[config.mk]
export PLATFORM = sky130hd
export DESIGN_NAME = range_guard
export DESIGN_NICKNAME = d
export VERILOG_FILES = /design/src/rtl/range_guard_pkg.sv /design/src/rtl/range_guard_ctrl.sv /design/src/rtl/range_guard_dp.sv /design/src/rtl/range_guard.sv
export SDC_FILE = /design/constraint.sdc
export NUM_CORES = 1
export LEC_CHECK = 0
export BUFFER_PORTS_ARGS = -buffer_cell sky130_fd_sc_hd__buf_2
export CAP_MARGIN = 20
export CORE_AREA = 2 2 115 95
export CTS_BUF_LIST = sky130_fd_sc_hd__clkbuf_16
export CTS_CLUSTER_DIAMETER = 50
export DETAILED_ROUTE_END_ITERATION = 16
export DIE_AREA = 0 0 117 97
export HOLD_SLACK_MARGIN = 0.02
export MAX_ROUTING_LAYER = met4
export PLACE_DENSITY_LB_ADDON = 0.25
export SLEW_MARGIN = 25
export SYNTH_ARGS = -nofsm -noshare
export SYNTH_HDL_FRONTEND = slang
export SYNTH_HIERARCHICAL = 1
export SYNTH_SLANG_ARGS = --single-unit
[constraint.sdc]
create_clock -name clk -period 7.7 [get_ports clk]
set_input_delay 0.385 -clock clk [delete_from_list [all_inputs] [get_ports clk]]
set_output_delay 0.385 -clock clk [all_outputs]
set_load 0.03 [all_outputs]
[src/rtl/range_guard_pkg.sv]
package range_guard_pkg;

  typedef enum logic [2:0] {
    RD_NONE,
    RD_START,
    RD_END,
    RD_CTRL,
    RD_STATUS,
    RD_CAPTURE
  } rdSel_e;

  typedef struct packed {
    logic   wrStart;
    logic   wrEnd;
    logic   wrCtrl;
    logic   clrErr;
    rdSel_e rdSel;
  } regStrobe_t;

endpackage

[src/rtl/range_guard_ctrl.sv]
module range_guard_ctrl
  import range_guard_pkg::*;
#(
  parameter int OFFS_W      = 8,
  parameter int DATA_W      = 32,
  parameter int OFF_START   = 'h74,
  parameter int OFF_END     = 'h78,
  parameter int OFF_CTRL    = 'h7C,
  parameter int OFF_STATUS  = 'h80,
  parameter int OFF_CAPTURE = 'h84,
  parameter int ERR_BIT     = 0
) (
  input  logic              clk,
  input  logic              rstN,
  input  logic              busSel,
  input  logic              busWr,
  input  logic              busPriv,
  input  logic [OFFS_W-1:0] busAddr,
  input  logic [DATA_W-1:0] busWdata,
  output regStrobe_t        strobe
);

  logic hitStart, hitEnd, hitCtrl, hitStatus, hitCapture;
  logic wrOk, rdOk;

  assign hitStart   = busAddr == OFFS_W'(OFF_START);
  assign hitEnd     = busAddr == OFFS_W'(OFF_END);
  assign hitCtrl    = busAddr == OFFS_W'(OFF_CTRL);
  assign hitStatus  = busAddr == OFFS_W'(OFF_STATUS);
  assign hitCapture = busAddr == OFFS_W'(OFF_CAPTURE);

  // Privilege gates every write; reads are open to all modes.
  assign wrOk = busSel && busWr && busPriv;
  assign rdOk = busSel && !busWr;

  always_comb begin
    strobe.wrStart = wrOk && hitStart;
    strobe.wrEnd   = wrOk && hitEnd;
    strobe.wrCtrl  = wrOk && hitCtrl;
    strobe.clrErr  = wrOk && hitStatus && busWdata[ERR_BIT];
    strobe.rdSel   = RD_NONE;
    if (rdOk) begin
      if (hitStart)        strobe.rdSel = RD_START;
      else if (hitEnd)     strobe.rdSel = RD_END;
      else if (hitCtrl)    strobe.rdSel = RD_CTRL;
      else if (hitStatus)  strobe.rdSel = RD_STATUS;
      else if (hitCapture) strobe.rdSel = RD_CAPTURE;
    end
  end

  // an unprivileged write must produce no write strobe at all
  p_unpriv_no_strobe_r3 : assert property (@(posedge clk) disable iff (!rstN)
    (busSel && busWr && !busPriv) |->
      !(strobe.wrStart || strobe.wrEnd || strobe.wrCtrl || strobe.clrErr));

  // read selection only during reads
  p_rdsel_only_on_read_r3 : assert property (@(posedge clk) disable iff (!rstN)
    !(busSel && !busWr) |-> strobe.rdSel == RD_NONE);

endmodule

[src/rtl/range_guard_dp.sv]
module range_guard_dp
  import range_guard_pkg::*;
#(
  parameter int DATA_W  = 32,
  parameter int ALIGN_W = 2,
  parameter int EN_BIT  = 0,
  parameter int ERR_BIT = 0
) (
  input  logic              clk,
  input  logic              rstN,
  input  regStrobe_t        strobe,
  input  logic [DATA_W-1:0] busWdata,
  output logic [DATA_W-1:0] busRdata,
  input  logic              chkValid,
  input  logic [DATA_W-1:0] chkAddr,
  output logic              protErr
);

  localparam int HI_W = DATA_W - ALIGN_W;

  logic [HI_W-1:0]   startHi, endHi;
  logic              enReg, errReg;
  logic [DATA_W-1:0] capReg;
  logic [DATA_W-1:0] startFull, endEff;
  logic              belowStart, aboveEnd, violate;

  assign startFull = {startHi, {ALIGN_W{1'b0}}};
  assign endEff    = {endHi, {ALIGN_W{1'b1}}};   // whole last word inside

  assign belowStart = chkAddr < startFull;
  assign aboveEnd   = chkAddr > endEff;
  assign violate    = chkValid && enReg && (belowStart || aboveEnd);

  always_ff @(posedge clk or negedge rstN) begin
    if (!rstN) begin
      startHi <= '0;
      endHi   <= '0;
      enReg   <= 1'b0;
    end else begin
      if (strobe.wrStart) startHi <= busWdata[DATA_W-1:ALIGN_W];
      if (strobe.wrEnd)   endHi   <= busWdata[DATA_W-1:ALIGN_W];
      if (strobe.wrCtrl)  enReg   <= busWdata[EN_BIT];
    end
  end

  // Sticky flag: a new violation wins over a same-cycle clear.
  always_ff @(posedge clk or negedge rstN) begin
    if (!rstN) begin
      errReg <= 1'b0;
      capReg <= '0;
    end else begin
      if (violate)            errReg <= 1'b1;
      else if (strobe.clrErr) errReg <= 1'b0;
      if (violate && !errReg) capReg <= chkAddr;
    end
  end

  assign protErr = errReg;

  always_comb begin
    busRdata = '0;
    unique case (strobe.rdSel)
      RD_START:   busRdata = startFull;
      RD_END:     busRdata = {endHi, {ALIGN_W{1'b0}}};
      RD_CTRL:    busRdata[EN_BIT] = enReg;
      RD_STATUS:  busRdata[ERR_BIT] = errReg;
      RD_CAPTURE: busRdata = capReg;
      default:    busRdata = '0;
    endcase
  end

  // the flag holds until a clear strobe
  p_err_sticky_r9 : assert property (@(posedge clk) disable iff (!rstN)
    (protErr && !strobe.clrErr) |=> protErr);

  // with no qualifying strobe a clear flag stays clear
  p_no_spurious_err_r8 : assert property (@(posedge clk) disable iff (!rstN)
    (!protErr && (!chkValid || !enReg)) |=> !protErr);

  // an out-of-window strobe with checking on sets the flag next edge
  p_outside_sets_r4 : assert property (@(posedge clk) disable iff (!rstN)
    (chkValid && enReg && (chkAddr < startFull || chkAddr > endEff)) |=> protErr);

  // captured address frozen while the flag is up
  p_capture_frozen_r10 : assert property (@(posedge clk) disable iff (!rstN)
    protErr |=> $stable(capReg));

  // bound read-back never carries the alignment bits
  p_bound_align_r2 : assert property (@(posedge clk) disable iff (!rstN)
    (strobe.rdSel == RD_START || strobe.rdSel == RD_END) |-> busRdata[ALIGN_W-1:0] == '0);

endmodule

[src/rtl/range_guard.sv]
module range_guard
  import range_guard_pkg::*;
#(
  parameter int OFFS_W = 8,
  parameter int DATA_W = 32
) (
  input  logic              clk,
  input  logic              rstN,
  input  logic              busSel,
  input  logic              busWr,
  input  logic              busPriv,
  input  logic [OFFS_W-1:0] busAddr,
  input  logic [DATA_W-1:0] busWdata,
  output logic [DATA_W-1:0] busRdata,
  input  logic              chkValid,
  input  logic [DATA_W-1:0] chkAddr,
  output logic              protErr
);

  regStrobe_t strobe;

  range_guard_ctrl #(.OFFS_W(OFFS_W), .DATA_W(DATA_W)) u_ctrl (
    .clk(clk), .rstN(rstN), .busSel(busSel), .busWr(busWr), .busPriv(busPriv),
    .busAddr(busAddr), .busWdata(busWdata), .strobe(strobe)
  );

  range_guard_dp #(.DATA_W(DATA_W)) u_dp (
    .clk(clk), .rstN(rstN), .strobe(strobe), .busWdata(busWdata),
    .busRdata(busRdata), .chkValid(chkValid), .chkAddr(chkAddr), .protErr(protErr)
  );

endmodule

==> flow_summary_export.csv <==
group,metric,value,unit
timing,finalSetupTns,0,ns
setup_path,cp.arrival,3.07,ns
setup_path,r2r_start,"u_dp/endHi[11]",
detailed_routing,drt_iter0_drc,276,
logic_synthesis,ys.flop_type,"dfrtp_1",
global_routing,grt_pass1_vias,4845,
detailed_routing,drc,0,
global_routing,antenna_found_initial,0,
global_routing,grt-ovfl-total,0,
timing,finalSetupViolCount,0,
detailed_routing,routed_wl,14.39,mm
clock_tree,clkLatencyLatePin,0.34,ns
setup_path,criticalPathCategory,"in -> out",
clock_tree,clkSlewWorstSetupHoldPaths,0.06,ns
die,num_rows,33,
die,initial_core_util,0.5644,
clock_tree,cts_resized,0,
setup_path,required,7.32,ns
layout,fill_cells,841,
logic_synthesis,syn_area,5709,sq um
logic_synthesis,ys_seq_area_frac,0.4120,
clock_tree,cts.path.max_buffers,2,
global_routing,grt_pass1_wl,23.58,mm
setup_path,r2r_slack,4.26,ns
setup_path,reg2reg_depth,9,
hold_path,min_path_type,"in -> async",
layout,final_cells,855,
timing,slew_viol_final,0,
place,port_buffers,109,
clock_tree,post_cts.repair.setup_buffers,0,
layout,area_growth,17.55,%
timing,slew_headroom,0.3825,
timing,fin_worst_skew,0.004659,ns
timing,holdWs,0.04138,ns
setup_path,end_kind,"primary output",
logic_synthesis,yosysUniqueCellTypes,41,
clock_tree,tritoncts,"built",
die,fp.dieW,117,um
run_status,outcome,"completed",
power,swShare,0.2202,
power,ir_worst_vdd,0.0001158,V
setup_path,cp-start-kind,"primary input",
detailed_routing,viasPerCell,5.642,
timing,period_minus_slack,3.454,ns
setup_path,crit_start,"busAddr[1]",
detailed_routing,first_pass_iters,5,
logic_synthesis,yosysWarnings,6,
timing,worst_slew_pin_slew,0.9244,ns
timing,finalHoldViolations,0,
logic_synthesis,synthCells,612,
layout,drive_gt1_frac,0.2448,
die,die-area,11350,sq um
global_routing,grt_max_degree,61,
power,p_leak,3.503,nW
layout,diodes,0,
detailed_routing,wl_per_cell,16.83,um
flow_run,max-cap-violations,0,
clock_tree,clock_sinks,94,
die,core,10120,sq um
logic_synthesis,synth_edf_count,0,
timing,rsz0062_at_grt,"false",
clock_tree,holdBufCountCts,0,
setup_path,reg2reg_to,"u_dp/capReg[27]",
die,die_h,97,um
power,p_int,0.8866,mW
logic_synthesis,syn_nets,749,
power,finalPower,1.137,mW
power,power_density,169.4,nW/um^2
place,place_congestion,0.8509,
global_routing,grt_use_total,0.2717,
die,io_pins,111,
timing,clock.fmax,0.2895,GHz
logic_synthesis,ys_ff_latch,94,
logic_synthesis,synth_area_per_cell,9.329,sq um
power,seqPwrFrac,0.446,
detailed_routing,ant_nets,0,
clock_tree,h-tree-depth,3,
setup_path,crit_fanout,17,
place,dp.cells,839,
timing,fin_crit_sh,0.4486,
layout,final_nets,847,
power,pwr-share-clk,0.473,
detailed_routing,vias,4824,
place,hpwlAfterDp,9.901,mm
clock_tree,numCtsBuffers,9,
power,combPwrFrac,0.081,
clock_tree,cts_root_buf,"clkbuf_16",
power,switchingPower,0.2504,mW
logic_synthesis,synthArstFlopShare,1.000,
synth_stat cells, types with 2 or more instances:
cell / count / area (sq um)
inv_1: 63 / 236.5
dfrtp_1: 94 / 2352
mux2_4: 30 / 450.4
nand4_1: 11 / 68.82
nor3_1: 5 / 25.02
nor2_1: 11 / 41.29
a21oi_1: 26 / 130.1
buf_12: 3 / 60.06
nor4_1: 2 / 12.51
o21a_1: 2 / 15.01
nand4b_1: 2 / 17.52
and2_1: 3 / 18.77
a22oi_1: 29 / 217.7
o21ai_0: 100 / 500.5
clkbuf_1: 26 / 97.59
nand2b_1: 3 / 18.77
nand3_1: 6 / 30.03
nand2_1: 108 / 405.4
a211oi_1: 2 / 15.01
a221oi_1: 2 / 17.52
nor2b_1: 2 / 12.51
ha_1: 59 / 738.2
a21o_1: 2 / 15.01
mux2_2: 4 / 45.04
area by class of cell:
cell class | instances | area, sq um | share of cell area
Clock buffer | 9 | 225.2 | 0.03356
Inverter | 63 | 236.5 | 0.03523
Clock inverter | 7 | 136.4 | 0.02032
Tap cell | 140 | 175.2 | 0.02610
Multi-Input combinational cell | 426 | 2985 | 0.4448
Timing Repair Buffer | 116 | 600.6 | 0.08949
Sequential cell | 94 | 2352 | 0.3505
worst max-delay path by stage:
stage                           end  slack, ns
floorplan              busRdata[16]       4.77
global placement    u_dp/capReg[27]       4.21
detailed placement  u_dp/capReg[27]       4.18
CTS                     busRdata[2]       4.28
global route            busRdata[2]       4.07
finish                  busRdata[2]       4.25
layer usage:
metal | track usage | wire, um | vias up
met1 | 0.3762 | 6573 | 2289
met4 | 0.05882 | 166 | 0
li1 | - | - | 2316
met3 | 0.05138 | 1063 | 18
met5 | - | 0 | -
met2 | 0.4184 | 6585 | 201
cell usage in the layout (no fill, tap or decap), drive strengths merged, types with 9 or more instances in the layout:
cell type	n
buf	116
nand2	108
o21ai	100
dfrtp	94
inv	63
ha	59
mux2	34
a22oi	29
a21oi	27
nand4	11
nor2	11
clkbuf	9
worst max-delay path, stage by stage:
cell,delay [ns]
buf_2,0.10
nor3b_1,0.32
nand2b_1,0.18
a211oi_2,0.43
nor2b_2,0.23
and2_1,0.55
buf_4,0.38
nand2_1,0.08
o21ai_0,0.13
buf_2,0.26
power by group through the flow:
stage               Combinational [mW]  Sequential, mW  Clock [mW]
floorplan                       0.0390           0.515           0
global placement                0.0874           0.516           0
detailed placement              0.0907           0.516           0
CTS                             0.0922           0.507       0.543
global route                     0.104           0.508       0.564
finish                          0.0915           0.507       0.538
state kept, by name (all words and copies together) (netlist names):
signal and cells:
u_dp/enReg 1, u_dp/startHi 30, u_dp/protErr 1, u_dp/endHi 30
u_dp/capReg 32
logic make-up (layout without fill, tap and decap cells):
family	count (synthesis)	count (layout)	synth area share
mux	35	35	0.08854
simple gates	160	160	0.1243
buf+inv	92	195	0.06903
fa+ha+maj	59	59	0.1293
flops	94	94	0.4120
compound gates	172	172	0.1769
metrics by stage:
| stage | setup WS, ns | utilization | instance area [sq um] |
|---|---|---|---|
| detailed placement | 4.183 | 0.6277 | 6350 |
| finish | 4.246 | 0.6635 | 6711 |
| CTS | 4.284 | 0.6635 | 6711 |
| global placement | 4.206 | 0.6277 | 6350 |
| floorplan | 4.767 | - | 5709 |
| global route | 4.072 | 0.6635 | 6711 |
(Power assumes the default switching activity.)
